<file path="src/rtl/rtsa_pkg.sv">
package rtsa_pkg;

    localparam int ADDR_W        = 16;
    localparam int DW            = 16;
    localparam int SA_W          = 5;
    localparam int WC_W          = 5;
    localparam int MSG_MAX       = 32;
    localparam int IDX_W         = $clog2(MSG_MAX) + 1;
    localparam int BLK_LOG2      = $clog2(MSG_MAX);
    localparam int CIRC_MIN_LOG2 = 7;
    localparam int SIZE_W        = 3;
    localparam int SHIFT_W       = 4;

    typedef enum logic [1:0] {
        BUF_SINGLE = 2'd0,
        BUF_DOUBLE = 2'd1,
        BUF_CIRC   = 2'd2
    } buf_mode_e;

    // Section order inside one lookup area; the offset is {sec, sa}.
    typedef enum logic [1:0] {
        SEC_RX = 2'd0,
        SEC_TX = 2'd1,
        SEC_BC = 2'd2,
        SEC_CW = 2'd3
    } lut_sec_e;

    typedef enum logic [2:0] {
        ST_IDLE,
        ST_RD_CW,
        ST_RD_PTR,
        ST_CAP,
        ST_XFER,
        ST_WB
    } seq_st_e;

    typedef struct packed {
        buf_mode_e         mode;
        logic [SIZE_W-1:0] size;
        logic              irq_msg_en;
        logic              irq_roll_en;
    } sa_cfg_t;

    typedef struct packed {
        logic              area;
        lut_sec_e          sec;
        logic [SA_W-1:0]   sa;
        logic [IDX_W-1:0]  nwords;
    } cmd_t;

    function automatic buf_mode_e mode_of(input logic [1:0] code);
        return (code == 2'd3) ? BUF_SINGLE : buf_mode_e'(code);
    endfunction

    function automatic sa_cfg_t decode_cw(input logic [DW-1:0] cw, input lut_sec_e sec);
        sa_cfg_t c;
        c = '0;
        case (sec)
            SEC_TX: begin
                c.mode        = cw[7] ? BUF_CIRC : BUF_SINGLE;
                c.size        = cw[10:8];
                c.irq_msg_en  = cw[11];
                c.irq_roll_en = cw[12];
            end
            SEC_BC: begin
                c.mode        = mode_of(cw[14:13]);
                c.size        = cw[4:2];
                c.irq_msg_en  = cw[15];
                c.irq_roll_en = cw[6];
            end
            default: begin
                c.mode        = mode_of(cw[1:0]);
                c.size        = cw[4:2];
                c.irq_msg_en  = cw[5];
                c.irq_roll_en = cw[6];
            end
        endcase
        return c;
    endfunction

endpackage

</file>
<file path="src/rtl/rtsa_lut_addr.sv">
module rtsa_lut_addr
    import rtsa_pkg::*;
#(
    parameter logic [ADDR_W-1:0] BASE_A = 16'h0140,
    parameter logic [ADDR_W-1:0] BASE_B = 16'h01C0
) (
    input  logic              area,
    input  lut_sec_e          sec,
    input  logic [SA_W-1:0]   sa,
    output logic [ADDR_W-1:0] addr
);

    localparam int OFS_W = SA_W + 2;

    logic [OFS_W-1:0] ofs;

    always_comb begin
        ofs  = {sec, sa};
        addr = (area ? BASE_B : BASE_A) + ADDR_W'(ofs);
    end

endmodule

</file>
<file path="src/rtl/rtsa_addr_gen.sv">
module rtsa_addr_gen
    import rtsa_pkg::*;
(
    input  sa_cfg_t           cfg,
    input  logic [ADDR_W-1:0] ptr,
    input  logic [IDX_W-1:0]  idx,
    output logic [ADDR_W-1:0] dat_addr,
    output logic [ADDR_W-1:0] nxt_ptr,
    output logic              wb_en,
    output logic              roll
);

    logic [ADDR_W-1:0]  mask;
    logic [ADDR_W-1:0]  cbase;
    logic [ADDR_W-1:0]  off;
    logic [ADDR_W:0]    sum;
    logic [SHIFT_W-1:0] shamt;

    always_comb begin
        shamt    = SHIFT_W'(cfg.size) + SHIFT_W'(CIRC_MIN_LOG2);
        mask     = (ADDR_W'(1) << shamt) - ADDR_W'(1);
        cbase    = ptr & ~mask;
        off      = ptr & mask;
        sum      = {1'b0, off} + (ADDR_W+1)'(idx);
        dat_addr = ptr + ADDR_W'(idx);
        nxt_ptr  = ptr;
        wb_en    = 1'b0;
        roll     = 1'b0;
        case (cfg.mode)
            BUF_DOUBLE: begin
                dat_addr = {ptr[ADDR_W-1:BLK_LOG2+1], ~ptr[BLK_LOG2], idx[BLK_LOG2-1:0]};
                nxt_ptr  = ptr ^ (ADDR_W'(1) << BLK_LOG2);
                wb_en    = 1'b1;
            end
            BUF_CIRC: begin
                roll     = sum > {1'b0, mask};
                dat_addr = cbase | (sum[ADDR_W-1:0] & mask);
                nxt_ptr  = roll ? cbase : (cbase | sum[ADDR_W-1:0]);
                wb_en    = 1'b1;
            end
            default: begin
                wb_en    = 1'b0;
            end
        endcase
    end

endmodule

</file>
<file path="src/rtl/rtsa_seq.sv">
module rtsa_seq
    import rtsa_pkg::*;
(
    input  logic              clk,
    input  logic              rst,
    input  logic              area_sel,
    input  logic              bcst_sep_en,
    input  logic              cmd_vld,
    input  logic              cmd_tx,
    input  logic              cmd_bcst,
    input  logic [SA_W-1:0]   cmd_sa,
    input  logic [WC_W-1:0]   cmd_wc,
    input  logic              dat_adv,
    input  logic              msg_end,
    input  logic              msg_err,
    input  logic [DW-1:0]     ram_rdata,
    input  logic [ADDR_W-1:0] cw_addr,
    input  logic [ADDR_W-1:0] ptr_addr,
    input  logic [ADDR_W-1:0] gen_addr,
    input  logic [ADDR_W-1:0] gen_nxt,
    input  logic              gen_wb,
    input  logic              gen_roll,
    output cmd_t              cur,
    output sa_cfg_t           cfg,
    output logic [ADDR_W-1:0] ptr_q,
    output logic [IDX_W-1:0]  idx,
    output logic              dat_rdy,
    output logic [ADDR_W-1:0] dat_addr,
    output logic              ram_rd,
    output logic              ram_wr,
    output logic [ADDR_W-1:0] ram_addr,
    output logic [DW-1:0]     ram_wdata,
    output logic              irq_msg,
    output logic              irq_roll,
    output logic [SA_W-1:0]   irq_sa
);

    seq_st_e       st;
    logic [DW-1:0] cw_q;
    logic          err_q;
    logic          accept;
    lut_sec_e      sec_in;

    always_comb begin
        accept = (st == ST_IDLE) && cmd_vld;
        if (cmd_tx)
            sec_in = SEC_TX;
        else if (cmd_bcst && bcst_sep_en)
            sec_in = SEC_BC;
        else
            sec_in = SEC_RX;
    end

    always_ff @(posedge clk) begin
        if (rst) begin
            st    <= ST_IDLE;
            cur   <= '0;
            cw_q  <= '0;
            ptr_q <= '0;
            idx   <= '0;
            err_q <= 1'b0;
        end else begin
            case (st)
                ST_IDLE: begin
                    if (accept) begin
                        cur.area   <= area_sel;
                        cur.sec    <= sec_in;
                        cur.sa     <= cmd_sa;
                        cur.nwords <= (cmd_wc == '0) ? IDX_W'(MSG_MAX) : IDX_W'(cmd_wc);
                        idx        <= '0;
                        st         <= ST_RD_CW;
                    end
                end
                ST_RD_CW:  st <= ST_RD_PTR;
                ST_RD_PTR: begin
                    cw_q <= ram_rdata;
                    st   <= ST_CAP;
                end
                ST_CAP: begin
                    ptr_q <= ram_rdata;
                    st    <= ST_XFER;
                end
                ST_XFER: begin
                    if (dat_adv && (idx < cur.nwords))
                        idx <= idx + IDX_W'(1);
                    if (msg_end) begin
                        err_q <= msg_err;
                        st    <= ST_WB;
                    end
                end
                default: st <= ST_IDLE;
            endcase
        end
    end

    always_comb begin
        cfg       = decode_cw(cw_q, cur.sec);
        ram_rd    = (st == ST_RD_CW) || (st == ST_RD_PTR);
        ram_addr  = (st == ST_RD_CW) ? cw_addr : ptr_addr;
        ram_wr    = (st == ST_WB) && gen_wb && !err_q;
        ram_wdata = gen_nxt;
        dat_rdy   = (st == ST_XFER) && (idx < cur.nwords);
        dat_addr  = gen_addr;
        irq_msg   = (st == ST_WB) && !err_q && cfg.irq_msg_en;
        irq_roll  = (st == ST_WB) && !err_q && gen_roll && cfg.irq_roll_en;
        irq_sa    = cur.sa;
    end

    AST_CW_FETCH_NEXT: assert property (@(posedge clk) disable iff (rst) accept |=> (ram_rd && ram_addr == $past(area_sel ? 16'h0 : 16'h0) + cw_addr));
    AST_RDY_DEADLINE: assert property (@(posedge clk) disable iff (rst) ($past(ram_rd, 2) && $past(ram_rd, 3)) |-> dat_rdy);
    AST_RD_WR_EXCL: assert property (@(posedge clk) disable iff (rst) !(ram_rd && ram_wr));
    AST_NO_WR_ON_ERR: assert property (@(posedge clk) disable iff (rst) ram_wr |-> $past(msg_end && !msg_err));
    AST_IRQ_AFTER_END: assert property (@(posedge clk) disable iff (rst) (irq_msg || irq_roll) |-> $past(msg_end && !msg_err));
    AST_RDY_STOPS: assert property (@(posedge clk) disable iff (rst) (dat_rdy && dat_adv && !msg_end && (idx + IDX_W'(1) == cur.nwords)) |=> !dat_rdy);
    AST_BUSY_NO_FETCH: assert property (@(posedge clk) disable iff (rst) (dat_rdy && !msg_end) |=> !ram_rd);

endmodule

</file>
<file path="src/rtl/rtsa_bufmgr.sv">
module rtsa_bufmgr
    import rtsa_pkg::*;
#(
    parameter logic [ADDR_W-1:0] LUT_A_BASE = 16'h0140,
    parameter logic [ADDR_W-1:0] LUT_B_BASE = 16'h01C0
) (
    input  logic              clk,
    input  logic              rst,
    input  logic              area_sel,
    input  logic              bcst_sep_en,
    input  logic              cmd_vld,
    input  logic              cmd_tx,
    input  logic              cmd_bcst,
    input  logic [SA_W-1:0]   cmd_sa,
    input  logic [WC_W-1:0]   cmd_wc,
    input  logic              dat_adv,
    input  logic              msg_end,
    input  logic              msg_err,
    output logic              dat_rdy,
    output logic [ADDR_W-1:0] dat_addr,
    output logic              ram_rd,
    output logic              ram_wr,
    output logic [ADDR_W-1:0] ram_addr,
    output logic [DW-1:0]     ram_wdata,
    input  logic [DW-1:0]     ram_rdata,
    output logic              irq_msg,
    output logic              irq_roll,
    output logic [SA_W-1:0]   irq_sa
);

    localparam int N_LOOKUP = 2;

    cmd_t              cur;
    sa_cfg_t           cfg;
    logic [ADDR_W-1:0] ptr_q;
    logic [IDX_W-1:0]  idx;
    logic [ADDR_W-1:0] gen_addr;
    logic [ADDR_W-1:0] gen_nxt;
    logic              gen_wb;
    logic              gen_roll;
    logic [ADDR_W-1:0] lk_addr [N_LOOKUP];

    // Lookup 0 addresses the control word, lookup 1 the data pointer.
    for (genvar g = 0; g < N_LOOKUP; g++) begin : g_lookup
        lut_sec_e sec_g;
        assign sec_g = (g == 0) ? SEC_CW : cur.sec;
        rtsa_lut_addr #(
            .BASE_A (LUT_A_BASE),
            .BASE_B (LUT_B_BASE)
        ) u_lut (
            .area (cur.area),
            .sec  (sec_g),
            .sa   (cur.sa),
            .addr (lk_addr[g])
        );
    end

    rtsa_addr_gen u_gen (
        .cfg      (cfg),
        .ptr      (ptr_q),
        .idx      (idx),
        .dat_addr (gen_addr),
        .nxt_ptr  (gen_nxt),
        .wb_en    (gen_wb),
        .roll     (gen_roll)
    );

    rtsa_seq u_seq (
        .clk         (clk),
        .rst         (rst),
        .area_sel    (area_sel),
        .bcst_sep_en (bcst_sep_en),
        .cmd_vld     (cmd_vld),
        .cmd_tx      (cmd_tx),
        .cmd_bcst    (cmd_bcst),
        .cmd_sa      (cmd_sa),
        .cmd_wc      (cmd_wc),
        .dat_adv     (dat_adv),
        .msg_end     (msg_end),
        .msg_err     (msg_err),
        .ram_rdata   (ram_rdata),
        .cw_addr     (lk_addr[0]),
        .ptr_addr    (lk_addr[1]),
        .gen_addr    (gen_addr),
        .gen_nxt     (gen_nxt),
        .gen_wb      (gen_wb),
        .gen_roll    (gen_roll),
        .cur         (cur),
        .cfg         (cfg),
        .ptr_q       (ptr_q),
        .idx         (idx),
        .dat_rdy     (dat_rdy),
        .dat_addr    (dat_addr),
        .ram_rd      (ram_rd),
        .ram_wr      (ram_wr),
        .ram_addr    (ram_addr),
        .ram_wdata   (ram_wdata),
        .irq_msg     (irq_msg),
        .irq_roll    (irq_roll),
        .irq_sa      (irq_sa)
    );

    AST_CW_IN_AREA: assert property (@(posedge clk) disable iff (rst) (ram_rd && !$past(ram_rd)) |-> (ram_addr >= LUT_A_BASE + 16'h0060 && ram_addr < LUT_B_BASE + 16'h0080));

endmodule

</file>
<file path="config.mk">
export PLATFORM = sky130hd
export DESIGN_NAME = rtsa_bufmgr
export DESIGN_NICKNAME = d
export VERILOG_FILES = /design/src/rtl/rtsa_pkg.sv /design/src/rtl/rtsa_lut_addr.sv /design/src/rtl/rtsa_addr_gen.sv /design/src/rtl/rtsa_seq.sv /design/src/rtl/rtsa_bufmgr.sv
export SDC_FILE = /design/constraint.sdc
export NUM_CORES = 1
export LEC_CHECK = 0
export BUFFER_PORTS_ARGS = -buffer_cell sky130_fd_sc_hd__buf_4
export CORE_UTILIZATION = 39
export CTS_BUF_LIST = sky130_fd_sc_hd__clkbuf_16
export DETAILED_ROUTE_END_ITERATION = 7
export GPL_ROUTABILITY_DRIVEN = 1
export RECOVER_POWER = 25
export SLEW_MARGIN = 0
export SYNTH_ARGS = -nofsm -noshare
export SYNTH_HDL_FRONTEND = slang
export SYNTH_SLANG_ARGS = --single-unit
</file>
<file path="constraint.sdc">
create_clock -name clk -period 4.72 [get_ports clk]
set_input_delay 0.944 -clock clk [delete_from_list [all_inputs] [get_ports clk]]
set_output_delay 0.944 -clock clk [all_outputs]
set_load 0.02 [all_outputs]
</file>
==> metrics, run 1 <==
Final Net Count=807; total internal power=0.000856 W; placed cell area=5440 um^2; worst reg2reg path depth=8; Main synth FF type=dfxtp_1; final hold vios=0; Layout Skew=0.00771 ns; CP max FO=5; crit path max-delay cell type=or3_4; Port-buffer cells=87; vias per std cell=5.49; diode count=0; Max Fclk=0.202 GHz; fraction of layout cells with a size suffix above 1=28.7%; core box area=11000 um^2; row cnt=38; Stages on worst setup path=18; max-slew violations=58; asr flop ratio synth=0%; Crit Reg-Reg Startpoint=u_seq.idx[4]$_SDFFE_PP0P_; DR iter-0 viols=293; switching pwr=0.000455 W; clock sinks=56; clk_lat worst skew=0.30 ns; #FFs+latches synth=56; failing checks=max-capacitance violations, max-slew violations, negative setup slack; Vias=4820; Leakage=2.54 nW; Crit. Startpoint=u_seq.ptr_q[0]$_SDFFE_PP0N_; GRT Overall Usage=24.4%; Starting Density=40.6%; outcome=complete, but fails checks; setup TNS=-2.66 ns; Final min period=4.95 ns; actual slew at the worst max-slew pin=2.41 ns; fin worst setup slack=-0.225 ns; post-route design area=5930 um^2; Net Sw Frac=34.7%; Worst Path Arrival=4.00 ns; Reg power frac=39.9%; Root Buffer Master=clkbuf_16; crit path to=ram_wdata[10]; Clk pwr share=28.4%; Syn Area/Cell=7.23 um^2; Distinct cells, synth=73; die width=109 um; Worst EP required=3.78 ns; crit path launch type=flop; Hold Crit Class=reg -> reg; wire per inst=16.2 um; cell count after synthesis=616; H-tree depth=2; Remaining DRCs=0; vias in the first global route=4578; Logic pwr share=31.7%; Clock Tree Buf Depth=2; synthesized area=4450 um^2; Max-slew headroom=-60.9%; largest net degree at the start of global routing=58; CP bufs+invs=4; # hold bufs at CTS=0; GP Congestion=0.942; WL final=14300 um; Filler cells=1092; CP max stage delay=0.41 ns; Max-Cap Viols=1; Setup Viol. Count Final=16; Die Ht=109 um; clock-pin slew on the worst setup and hold paths=0.07 ns; global-route wire length before repair=22600 um; Layout area overhead=33.1%; post-DP HPWL=10800 um; Pre-Repair DR Iteration Count=4; YS warnings=0; post-synthesis sequential area ratio=25.2%; CTS Buf Count=5; Final ANT Viol Nets=0; Die ar.=11900 um^2; Cell Chain, Critical Path=ha_4 > inv_2 > fa_2 > nor2b_2 > o31a_2 > o221ai_4 > or3_4 > xnor2_1 > ha_1 > nand4_1 > a211o_1 > a31oi_1 > o31ai_2 > buf_4 > buf_4 > a32oi_1 > o21ai_1 > buf_4; Crit Reg-Reg Endpoint=u_seq.idx[2]$_SDFFE_PP0P_; unrepaired setup endpoints after global routing=yes; Crit path max-delay family=compound AO/OA/AOI/OAI gates; critical path endpoint category=primary output; Reg2Reg Setup Slack=2.57 ns; Post-synth EDFFs=0; initial antenna violation count=0; Power Density=221 nW/um^2; pre-CTS WS=-0.0741 ns; total gr overflow=0; WS Path Type=reg -> out; Final Cycle Share=105%; Peak supply drop=177 uV; CTS tree=done; critical hold path startpoint=u_seq.cw_q[12]$_SDFFE_PP0P_; hold slack=0.457 ns; Most common cell on crit path=buf_4; I/O Pins=94; Layout Utilization=54.0%
[cells in the final DEF, fill, tap and decap left out, drive strengths merged, types with 2 or more instances in the layout]
cell     synthesis  layout
xor2             4       4
nand3           17      17
nor4b            2       2
o22ai            3       3
inv             28      29
nand4            8       8
a21boi           2       2
a2111oi          2       2
and3             4       4
a32oi            3       3
a211o            4       4
or3              7       7
o21bai           2       2
a31oi            6       6
mux2i            7       7
ha              33      33
a21o             4       4
or2              3       3
buf             22     154
conb             2      12
a211oi           7       7
a22o            11      11
o21a             6       6
clkinv           0       2
nor3            12      12
nor2            28      28
o21ai           40      40
o31ai            3       3
nor2b            6       6
clkbuf          29       6
a22oi            6       6
o221ai           2       2
nand3b           7       7
dfxtp           56      56
xnor2            8       8
a21oi           76      76
nand2          126     126
nor4             3       3
nand2b           5       5
and2             3       3
[registers in the layout, summed over array words and instances (netlist names)]
signal / count
u_seq.st: 3
u_seq.ptr_q: 16
u_seq.cw_q: 16
u_seq.irq_sa: 5
u_seq.cur: 9
u_seq.idx: 6
u_seq.err_q: 1
[timing repair]
action,in CTS,in global routing
endpoints found under the setup margin,16,17
gates resized for setup,42,8
setup buffers,14,6
pin swaps,17,8
endpoints found under the hold margin,0,0
cloned,0,0
[Yosys cell counts (2+ instances only)]
master	number	share of area [%]
o21ai_0	31	3.5
inv_1	28	2.4
xnor2_1	8	1.6
and2_1	3	0.42
o31ai_1	3	0.51
a2111oi_0	2	0.39
and3_1	4	0.56
nor3_1	11	1.2
o21ai_1	5	0.56
ha_1	33	9.3
nand3b_1	4	0.67
a22o_1	11	2.2
a22oi_1	5	0.84
a211oi_1	6	1.0
a32oi_1	3	0.59
nor2_1	28	2.4
a21o_1	4	0.67
nand3b_2	2	0.51
o22ai_1	3	0.42
a21boi_0	2	0.34
o221ai_1	2	0.39
xor2_1	4	0.79
a211o_1	4	0.79
nor2b_1	6	0.84
buf_2	6	0.67
nand4_1	7	0.98
o21a_1	6	1.0
mux2i_1	7	1.6
dfxtp_1	56	25
clkbuf_1	27	2.3
conb_1	2	0.17
or3_1	6	0.84
nand2_1	125	11
a31oi_1	6	0.84
or2_2	2	0.28
nand3_1	17	1.9
buf_4	16	2.7
nor4_1	3	0.42
o21ai_2	4	0.79
o21bai_1	2	0.34
nand2b_1	5	0.70
a21oi_1	76	8.5
[layer usage]
| layer | global-route usage, % | wire length [um] |
|---|---|---|
| met5 | 0 | 0 |
| met4 | 7.43 | 230 |
| met3 | 2.99 | 775 |
| met2 | 39.3 | 6570 |
| met1 | 33.9 | 6690 |
[cells by family after synthesis]
| kind of cell | Yosys count | synth area share, % |
|---|---|---|
| fa+ha+maj | 34 | 9.72 |
| xor+xnor | 12 | 2.36 |
| simple gates | 238 | 26.0 |
| mux | 7 | 1.57 |
| flops | 56 | 25.2 |
| compound gates | 188 | 26.6 |
| buf+inv | 79 | 8.43 |
| other cells | 2 | 0.169 |
[worst min-delay path, stage by stage (launching register included)]
cell,delay [ns]
dfxtp_1,0.31
nand2_1,0.05
a21oi_1,0.05
[power groups by stage]
| stage | Sequential, W | Clock (W) | Combinational (W) |
|---|---|---|---|
| 2_1_floorplan | 0.000522 | 0 | 0.000263 |
| 3_3_place_gp | 0.000531 | 0 | 0.000385 |
| 3_5_place_dp | 0.000532 | 0 | 0.000390 |
| 4_1_cts | 0.000522 | 0.000380 | 0.000407 |
| 5_1_grt | 0.000526 | 0.000395 | 0.000456 |
| 6_report | 0.000523 | 0.000372 | 0.000416 |
[how the worst min path moves through the flow]
stage	endpoint	slack [ns]	cells past startpoint
2_1_floorplan	u_seq.cw_q[6]$_SDFFE_PP0P_	0.43	2
3_3_place_gp	u_seq.cw_q[6]$_SDFFE_PP0P_	0.44	2
3_5_place_dp	u_seq.cw_q[1]$_SDFFE_PP0P_	0.45	2
4_1_cts	u_seq.cur[4]$_SDFFE_PP0P_	0.46	2
5_1_grt	u_seq.cw_q[1]$_SDFFE_PP0P_	0.47	2
6_report	u_seq.cw_q[12]$_SDFFE_PP0P_	0.46	2
[through the flow]
stage / power (W) / cells
3_5_place_dp: 0.000922 / 853
3_3_place_gp: 0.000916 / 853
2_1_floorplan: 0.000785 / 626
6_report: 0.00131 / 878
4_1_cts: 0.00131 / 875
5_1_grt: 0.00138 / 878
[layout make-up]
type | count | area, um^2 | area share (%)
well taps | 140 | 175 | 2.95
multi-input cells | 491 | 3180 | 53.6
clock buffers | 5 | 125 | 2.11
flip-flops and latches | 56 | 1120 | 19.0
inverters | 28 | 105 | 1.77
repair buffers | 155 | 1200 | 20.3
clock inverters | 3 | 17.5 | 0.295
No activity file was read; power rests on OpenSTA's default activity.
==> run 2, diff against run 1 <==
SYNTH_HIERARCHICAL = 1   (was default)
TNS_END_PERCENT = 10   (was default)
clock period = 4.6 ns   (was 4.72 ns; I/O delays follow)
==> run 2 against run 1 <==
Against the previous run:
- the flow still finishes with violations (max-capacitance violations, max-slew violations, negative setup slack)
- total power down 0.82%
- sequential share of layout area down 1.2 points
- clock skew down 0.0031 ns
- critical path type unchanged
- critical endpoint is now ram_wdata[8]
==> metrics, run 2 <==
outcome=complete, but fails checks; failing checks=max-capacitance violations, max-slew violations, negative setup slack; Final Net Count=864 (+7.1%); Die ar.=13700 um^2 (+15%); WS Path Type=reg -> out; total gr overflow=0 (unchanged); crit path max-delay cell type=or4_4; post-synthesis sequential area ratio=21.7% (-3.4 points); vias in the first global route=4892 (+6.9%); asr flop ratio synth=0% (unchanged); Syn Area/Cell=7.42 um^2 (+2.6%); #FFs+latches synth=56 (unchanged); actual slew at the worst max-slew pin=2.41 ns (-0.00351 ns); YS warnings=6 (+6); Root Buffer Master=clkbuf_16; Max-Cap Viols=1 (unchanged); Starting Density=40.4% (-0.19 points); Top Registers=u_seq/cw_q (16), u_seq/ptr_q (16), u_seq/cur (9); CP max FO=7 (+2); worst reg2reg path depth=5 (-3); fraction of layout cells with a size suffix above 1=28.0% (-0.74 points); Final Cycle Share=111%; Crit. Startpoint=u_seq/cur[11]$_SDFFE_PP0P_; final hold vios=0 (unchanged); Leakage=2.71 nW (+6.5%); GRT Overall Usage=22.5% (-1.9 points); Vias=4995 (+3.6%); wire per inst=15.5 um (-4.8%); CP max stage delay=0.48 ns (+0.07 ns); cell count after synthesis=695 (+13%); Post-synth EDFFs=0 (unchanged); DR iter-0 viols=299 (+2.0%); critical path endpoint category=primary output; fin worst setup slack=-0.514 ns (-0.288 ns); CTS Buf Count=5 (unchanged); Main synth FF type=dfxtp_1; Power Density=206 nW/um^2 (-6.8%); clk_lat worst skew=0.29 ns (about the same); Yosys top cell by area=dfxtp_1; hold slack=0.456 ns (-0.00112 ns); area fraction of the dominant cell type after synthesis=21.7% (-3.4 points); post-DP HPWL=11800 um (+9.3%); Pwr Total=0.00130 W (-0.82%); GP Congestion=0.934 (-0.85%); die width=117 um (+7.4%); # hold bufs at CTS=0 (unchanged); Worst EP required=3.68 ns (-0.10 ns); vias per std cell=5.21 (-5.0%); Max-slew headroom=-60.6% (+0.23 points); clock sinks=56 (unchanged); most common cell after layout, fill and taps aside=buf_4; Setup Viol. Count Final=16 (unchanged); WL final=14800 um (+3.9%); Distinct cells, synth=71 (-2.7%); crit path to=ram_wdata[8]; Pre-Repair DR Iteration Count=5 (+1); H-tree depth=2 (unchanged); Clock Tree Buf Depth=2 (unchanged); Crit Reg-Reg Startpoint=u_seq/st[2]$_SDFFE_PP0P_; Reg2Reg Setup Slack=2.43 ns (-0.14 ns); synthesized area=5160 um^2 (+16%); core box area=12800 um^2 (+16%); Peak supply drop=182 uV (+2.6%); initial antenna violation count=0 (unchanged); Layout Skew=0.00457 ns (-0.00313 ns); Max Fclk=0.196 GHz; CTS tree=done; largest net degree at the start of global routing=57 (-1.7%); row cnt=41 (+7.9%); synth top area cells=dfxtp_1, ha_1, nand2_1; setup TNS=-6.75 ns (-4.09 ns); Hold Crit Class=reg -> reg; max-slew violations=57 (-1.7%); Worst Path Arrival=4.19 ns (+0.19 ns); Final min period=5.11 ns; pre-CTS WS=-0.395 ns (-0.321 ns); crit path launch type=flop; Layout area overhead=22.3%; Die Ht=117 um (+7.4%); count leader, synth=nand2_1; commonest cells after routing, fill and taps aside=buf_4, nand2_1, a21oi_1, dfxtp_1, ha_1; diode count=0 (unchanged); I/O Pins=94 (unchanged); Cell Chain, Critical Path=inv_2 > ha_4 > or2_4 > a22o_1 > or2_4 > nor2_4 > nor3_4 > nor4b_4 > xor2_1 > inv_1 > ha_1 > nand4_1 > or4_4 > a31o_4 > a31o_4 > a31oi_2 > o22ai_1 > buf_4; clock-pin slew on the worst setup and hold paths=0.07 ns (about the same); Port-buffer cells=87 (unchanged); Post-synth top cells=nand2_1, a21oi_1, buf_4, dfxtp_1, ha_1; Remaining DRCs=0 (unchanged); Final ANT Viol Nets=0 (unchanged); Crit Reg-Reg Endpoint=u_seq/idx[4]$_SDFFE_PP0P_; global-route wire length before repair=24000 um (+6.1%); unrepaired setup endpoints after global routing=yes
-- run 2: cell types whose count changed after synthesis, moves of 6 or more --
cell     delta
buf_4      +46
mux2_2     +16
ha_1        +8
o21ai_0     -8
inv_1       +7
nor2_1      -6
-- run 2: through the flow --
step | util [%] | area, um^2 | instances
2_1_floorplan | - | 5330 | 713
3_3_place_gp | 47.6 | 6080 | 946
3_5_place_dp | 47.6 | 6080 | 946
4_1_cts | 49.2 | 6280 | 956
5_1_grt | 49.4 | 6310 | 958
6_report | 49.4 | 6310 | 958
-- run 2: layout make-up --
| class | count | area, um^2 |
|---|---|---|
| fillers | 1289 | 6460 |
| multi-input cells | 522 | 3470 |
| repair buffers | 164 | 1220 |
| flip-flops and latches | 56 | 1120 |
| well taps | 172 | 215 |
| inverters | 36 | 135 |
| clock buffers | 5 | 125 |
| clock inverters | 3 | 15.0 |
-- run 2: logic make-up (layout without fill, tap and decap cells) --
| logic type | Yosys count | in the layout | share of synthesized area (%) |
|---|---|---|---|
| buffers and inverters | 136 | 208 | 15.3 |
| muxes | 23 | 23 | 4.85 |
| DFF | 56 | 56 | 21.7 |
| adders and majority gates | 43 | 43 | 10.7 |
| AOI/OAI and AO/OA | 166 | 167 | 20.4 |
| xor gates and xnor gates | 21 | 21 | 3.57 |
| other | 5 | 23 | 0.364 |
| and+or+nand+nor | 245 | 245 | 23.1 |
-- run 2: how the worst min path moves through the flow --
| stage | from | end | cells past startpoint |
|---|---|---|---|
| detailed placement | u_seq/cur[2]$_SDFFE_PP0P_ | u_seq/cur[2]$_SDFFE_PP0P_ | 2 |
| CTS | u_seq/cur[2]$_SDFFE_PP0P_ | u_seq/cur[2]$_SDFFE_PP0P_ | 2 |
| floorplan | u_seq/ptr_q[7]$_SDFFE_PP0N_ | u_seq/ptr_q[7]$_SDFFE_PP0N_ | 2 |
| global placement | u_seq/cw_q[15]$_SDFFE_PP0P_ | u_seq/cw_q[15]$_SDFFE_PP0P_ | 2 |
| finish | u_seq/cur[2]$_SDFFE_PP0P_ | u_seq/cur[2]$_SDFFE_PP0P_ | 2 |
| global route | u_seq/cw_q[7]$_SDFFE_PP0P_ | u_seq/cw_q[7]$_SDFFE_PP0P_ | 2 |
-- run 2: timing repair --
action / 4_1_cts / 5_1_grt
pin swaps: 3 / 6
hold endpoints to repair: 0 / 0
setup buffers: 1 / 2
gates cloned: 1 / 0
gates resized for setup: 10 / 8
endpoints found under the setup margin: 16 / 16
-- run 2: critical path: cells and delay by family (launching register included) --
family	cells	cell delay (ns)
simple gates	7	1.47
buf+inv	3	0.29
compound gates	5	1.07
xor+xnor	1	0.20
flops	1	0.35
fa+ha+maj	2	0.52
-- run 2: where the power goes --
part	total, W	leakage, nW	switching, W	internal [W]
combinational	0.000391	2.18	0.000229	0.000162
sequential	0.000539	0.456	0.0000267	0.000512
clock	0.000370	0.0687	0.000172	0.000198
-- run 2: routing by layer --
layer	share of wire, %	track usage [%]
met1	45	28.2
met2	46	38.4
met3	6.1	4.07
met4	2.8	8.61
met5	0	0
==> run 3, diff against run 2 <==
CORE_ASPECT_RATIO = 0.6   (was default)
==> run 3 against run 2 <==
Against the previous run:
- total power is 5.3% higher
- highest routed layer unchanged
- design area is 1.6% higher
- register-to-register slack worse by 0.04 ns
- largest power group unchanged
- the flow still finishes with violations (max-capacitance violations, max-slew violations, negative setup slack)
- count of clock-buffer cells in the layout stayed put
- wire length is 5.5% higher
- critical path depth stayed put
- final cell count is 0.10% higher
- clock skew is 0.00075 ns lower
- critical endpoint is now ram_wdata[7]
- clock power is 15% higher
==> metrics, run 3 (synthesis results as in run 2) <==
outcome=complete, but fails checks; failing checks=max-capacitance violations, max-slew violations, negative setup slack; core box area=12900 um^2 (+0.62%); CP bufs+invs=3 (unchanged); Die Ht=91.1 um (-22%); global-route wire length before repair=25000 um (+4.3%); total gr overflow=0 (unchanged); routed wire length on met2=6420 um (-6.7%); DR top layer=met4; crit path launch type=flop; fraction of layout cells with a size suffix above 1=29.3% (+1.3 points); Vias=5076 (+1.6%); row cnt=32 (-22%); final hold vios=0 (unchanged); vias per std cell=5.29 (+1.5%); I/O Pins=94 (unchanged); Leakage=2.76 nW (+1.8%); crit path max-delay cell type=or4_4; clk_lat worst skew=0.29 ns (about the same); actual slew at the worst max-slew pin=2.46 ns (+0.0468 ns); wire per inst=16.3 um (+5.4%); Root Buffer Master=clkbuf_16; Worst Path Arrival=4.27 ns (+0.08 ns); largest net degree at the start of global routing=57 (unchanged); most common cell after layout, fill and taps aside=buf_4; WL final=15600 um (+5.5%); Worst EP required=3.68 ns (about the same); Final Net Count=867 (+0.35%); DR iter-0 viols=336 (+12%); Final Cycle Share=113% (+1.7 points); initial antenna violation count=0 (unchanged); CP max FO=8 (+1); Layout Utilization=49.9% (+0.47 points); # hold bufs at CTS=0 (unchanged); WL met1=8250 um (+25%); Top Registers=u_seq/cw_q (16), u_seq/ptr_q (16), u_seq/cur (9); Peak supply drop=159 uV (-13%); Max-Cap Viols=1 (unchanged); Max-slew headroom=-63.7% (-3.1 points); Reg2Reg Setup Slack=2.39 ns (-0.04 ns); Layout Skew=0.00382 ns (-0.000754 ns); H-tree depth=2 (unchanged); Crit path max-delay family=simple AND/OR/NAND/NOR gates; Final min period=5.19 ns (+0.0800 ns); Remaining DRCs=0 (unchanged); clock sinks=56 (unchanged); hold slack=0.456 ns (+0.000136 ns); max-slew violations=57 (unchanged); commonest cells after routing, fill and taps aside=buf_4, nand2_1, a21oi_1, dfxtp_1, ha_1; critical path endpoint category=primary output; fin worst setup slack=-0.594 ns (-0.0800 ns); clock-pin slew on the worst setup and hold paths=0.07 ns (about the same); Pre-Repair DR Iteration Count=5 (unchanged); CTS tree=done; die width=150 um (+29%); WL met3=891 um (-1.8%); Layout area overhead=24.3%; CTS Buf Count=5 (unchanged); CP max stage delay=0.54 ns (+0.06 ns); GP Congestion=0.900 (-3.7%); Hold Crit Class=reg -> reg; Starting Density=40.1% (-0.25 points); Cell Chain, Critical Path=inv_2 > ha_4 > or2_4 > a22o_4 > or2_4 > nor2_4 > nor3_4 > buf_6 > nand4_1 > xor2_1 > ha_1 > nand4_1 > or4_4 > a31o_4 > a31o_4 > a221oi_2 > o21bai_1 > buf_4; Clock Tree Buf Depth=2 (unchanged); WS Path Type=reg -> out; Die ar.=13700 um^2 (+0.11%); Final ANT Viol Nets=0 (unchanged); unrepaired setup endpoints after global routing=yes; Max Fclk=0.193 GHz (-1.5%); Filler cells=1255 (-2.6%); Setup Viol. Count Final=16 (unchanged); diode count=0 (unchanged); vias in the first global route=4768 (-2.5%); GRT Overall Usage=23.4% (+0.85 points); post-DP HPWL=12400 um (+5.0%); Port-buffer cells=87 (unchanged); Power Density=214 nW/um^2 (+3.6%)
==> run 3: final cells by class <==
cell class	instances	area (um^2)	share of cell area, %
clock buffer	5	125	1.95
clock inverter	3	42.5	0.664
inverter	36	135	2.11
multi-input combinational	522	3510	54.8
sequential	56	1120	17.5
tap	170	213	3.32
timing repair buffer	167	1260	19.6
==> run 3: worst min-delay path: stages (launching register included) <==
cell     delay [ns]
dfxtp_1        0.31
nand2_1        0.05
a21oi_1        0.05
==> run 3: layer usage <==
layer	global-route usage [%]	up-vias
met3	3.82	10
met1	36.4	2393
met5	0	-
met2	33.4	153
met4	3.28	0
li1	-	2520
==> run 3: through the flow <==
stage	std cells	power [W]	setup TNS, ns	area [um^2]	setup WS (ns)
5_1_grt	959	0.00144	-10.09	6410	-0.741
2_1_floorplan	713	0.000834	-2.89	5330	-0.236
3_5_place_dp	944	0.000936	-3.07	6070	-0.322
3_3_place_gp	944	0.000928	-1.17	6070	-0.198
4_1_cts	954	0.00137	-7.60	6300	-0.545
6_report	959	0.00137	-7.42	6410	-0.594
==> run 3: path summary, 6_finish.rpt <==
kind,startpoint,end,cells past startpoint
hold reg to reg,u_seq/cw_q[15]$_SDFFE_PP0P_,u_seq/cw_q[15]$_SDFFE_PP0P_,2
setup reg to reg,u_seq/st[2]$_SDFFE_PP0P_,u_seq/idx[4]$_SDFFE_PP0P_,5
setup / recovery,u_seq/cur[11]$_SDFFE_PP0P_,ram_wdata[7],18
hold / removal,u_seq/cw_q[15]$_SDFFE_PP0P_,u_seq/cw_q[15]$_SDFFE_PP0P_,2
==> run 3: power breakdown <==
part / switching, W / total, W / internal [W]
logic: 0.000234 / 0.000399 / 0.000166
registers: 0.0000291 / 0.000541 / 0.000512
clock network: 0.000172 / 0.000427 / 0.000256
total: 0.000434 / 0.00137 / 0.000934
==> run 3: what timing repair did <==
item                       in CTS  in global routing
pin swaps                       4                 16
buffers inserted                1                  5
setup endpoints to repair      16                 17
resized for setup               7                 18
cloned                          1                  0
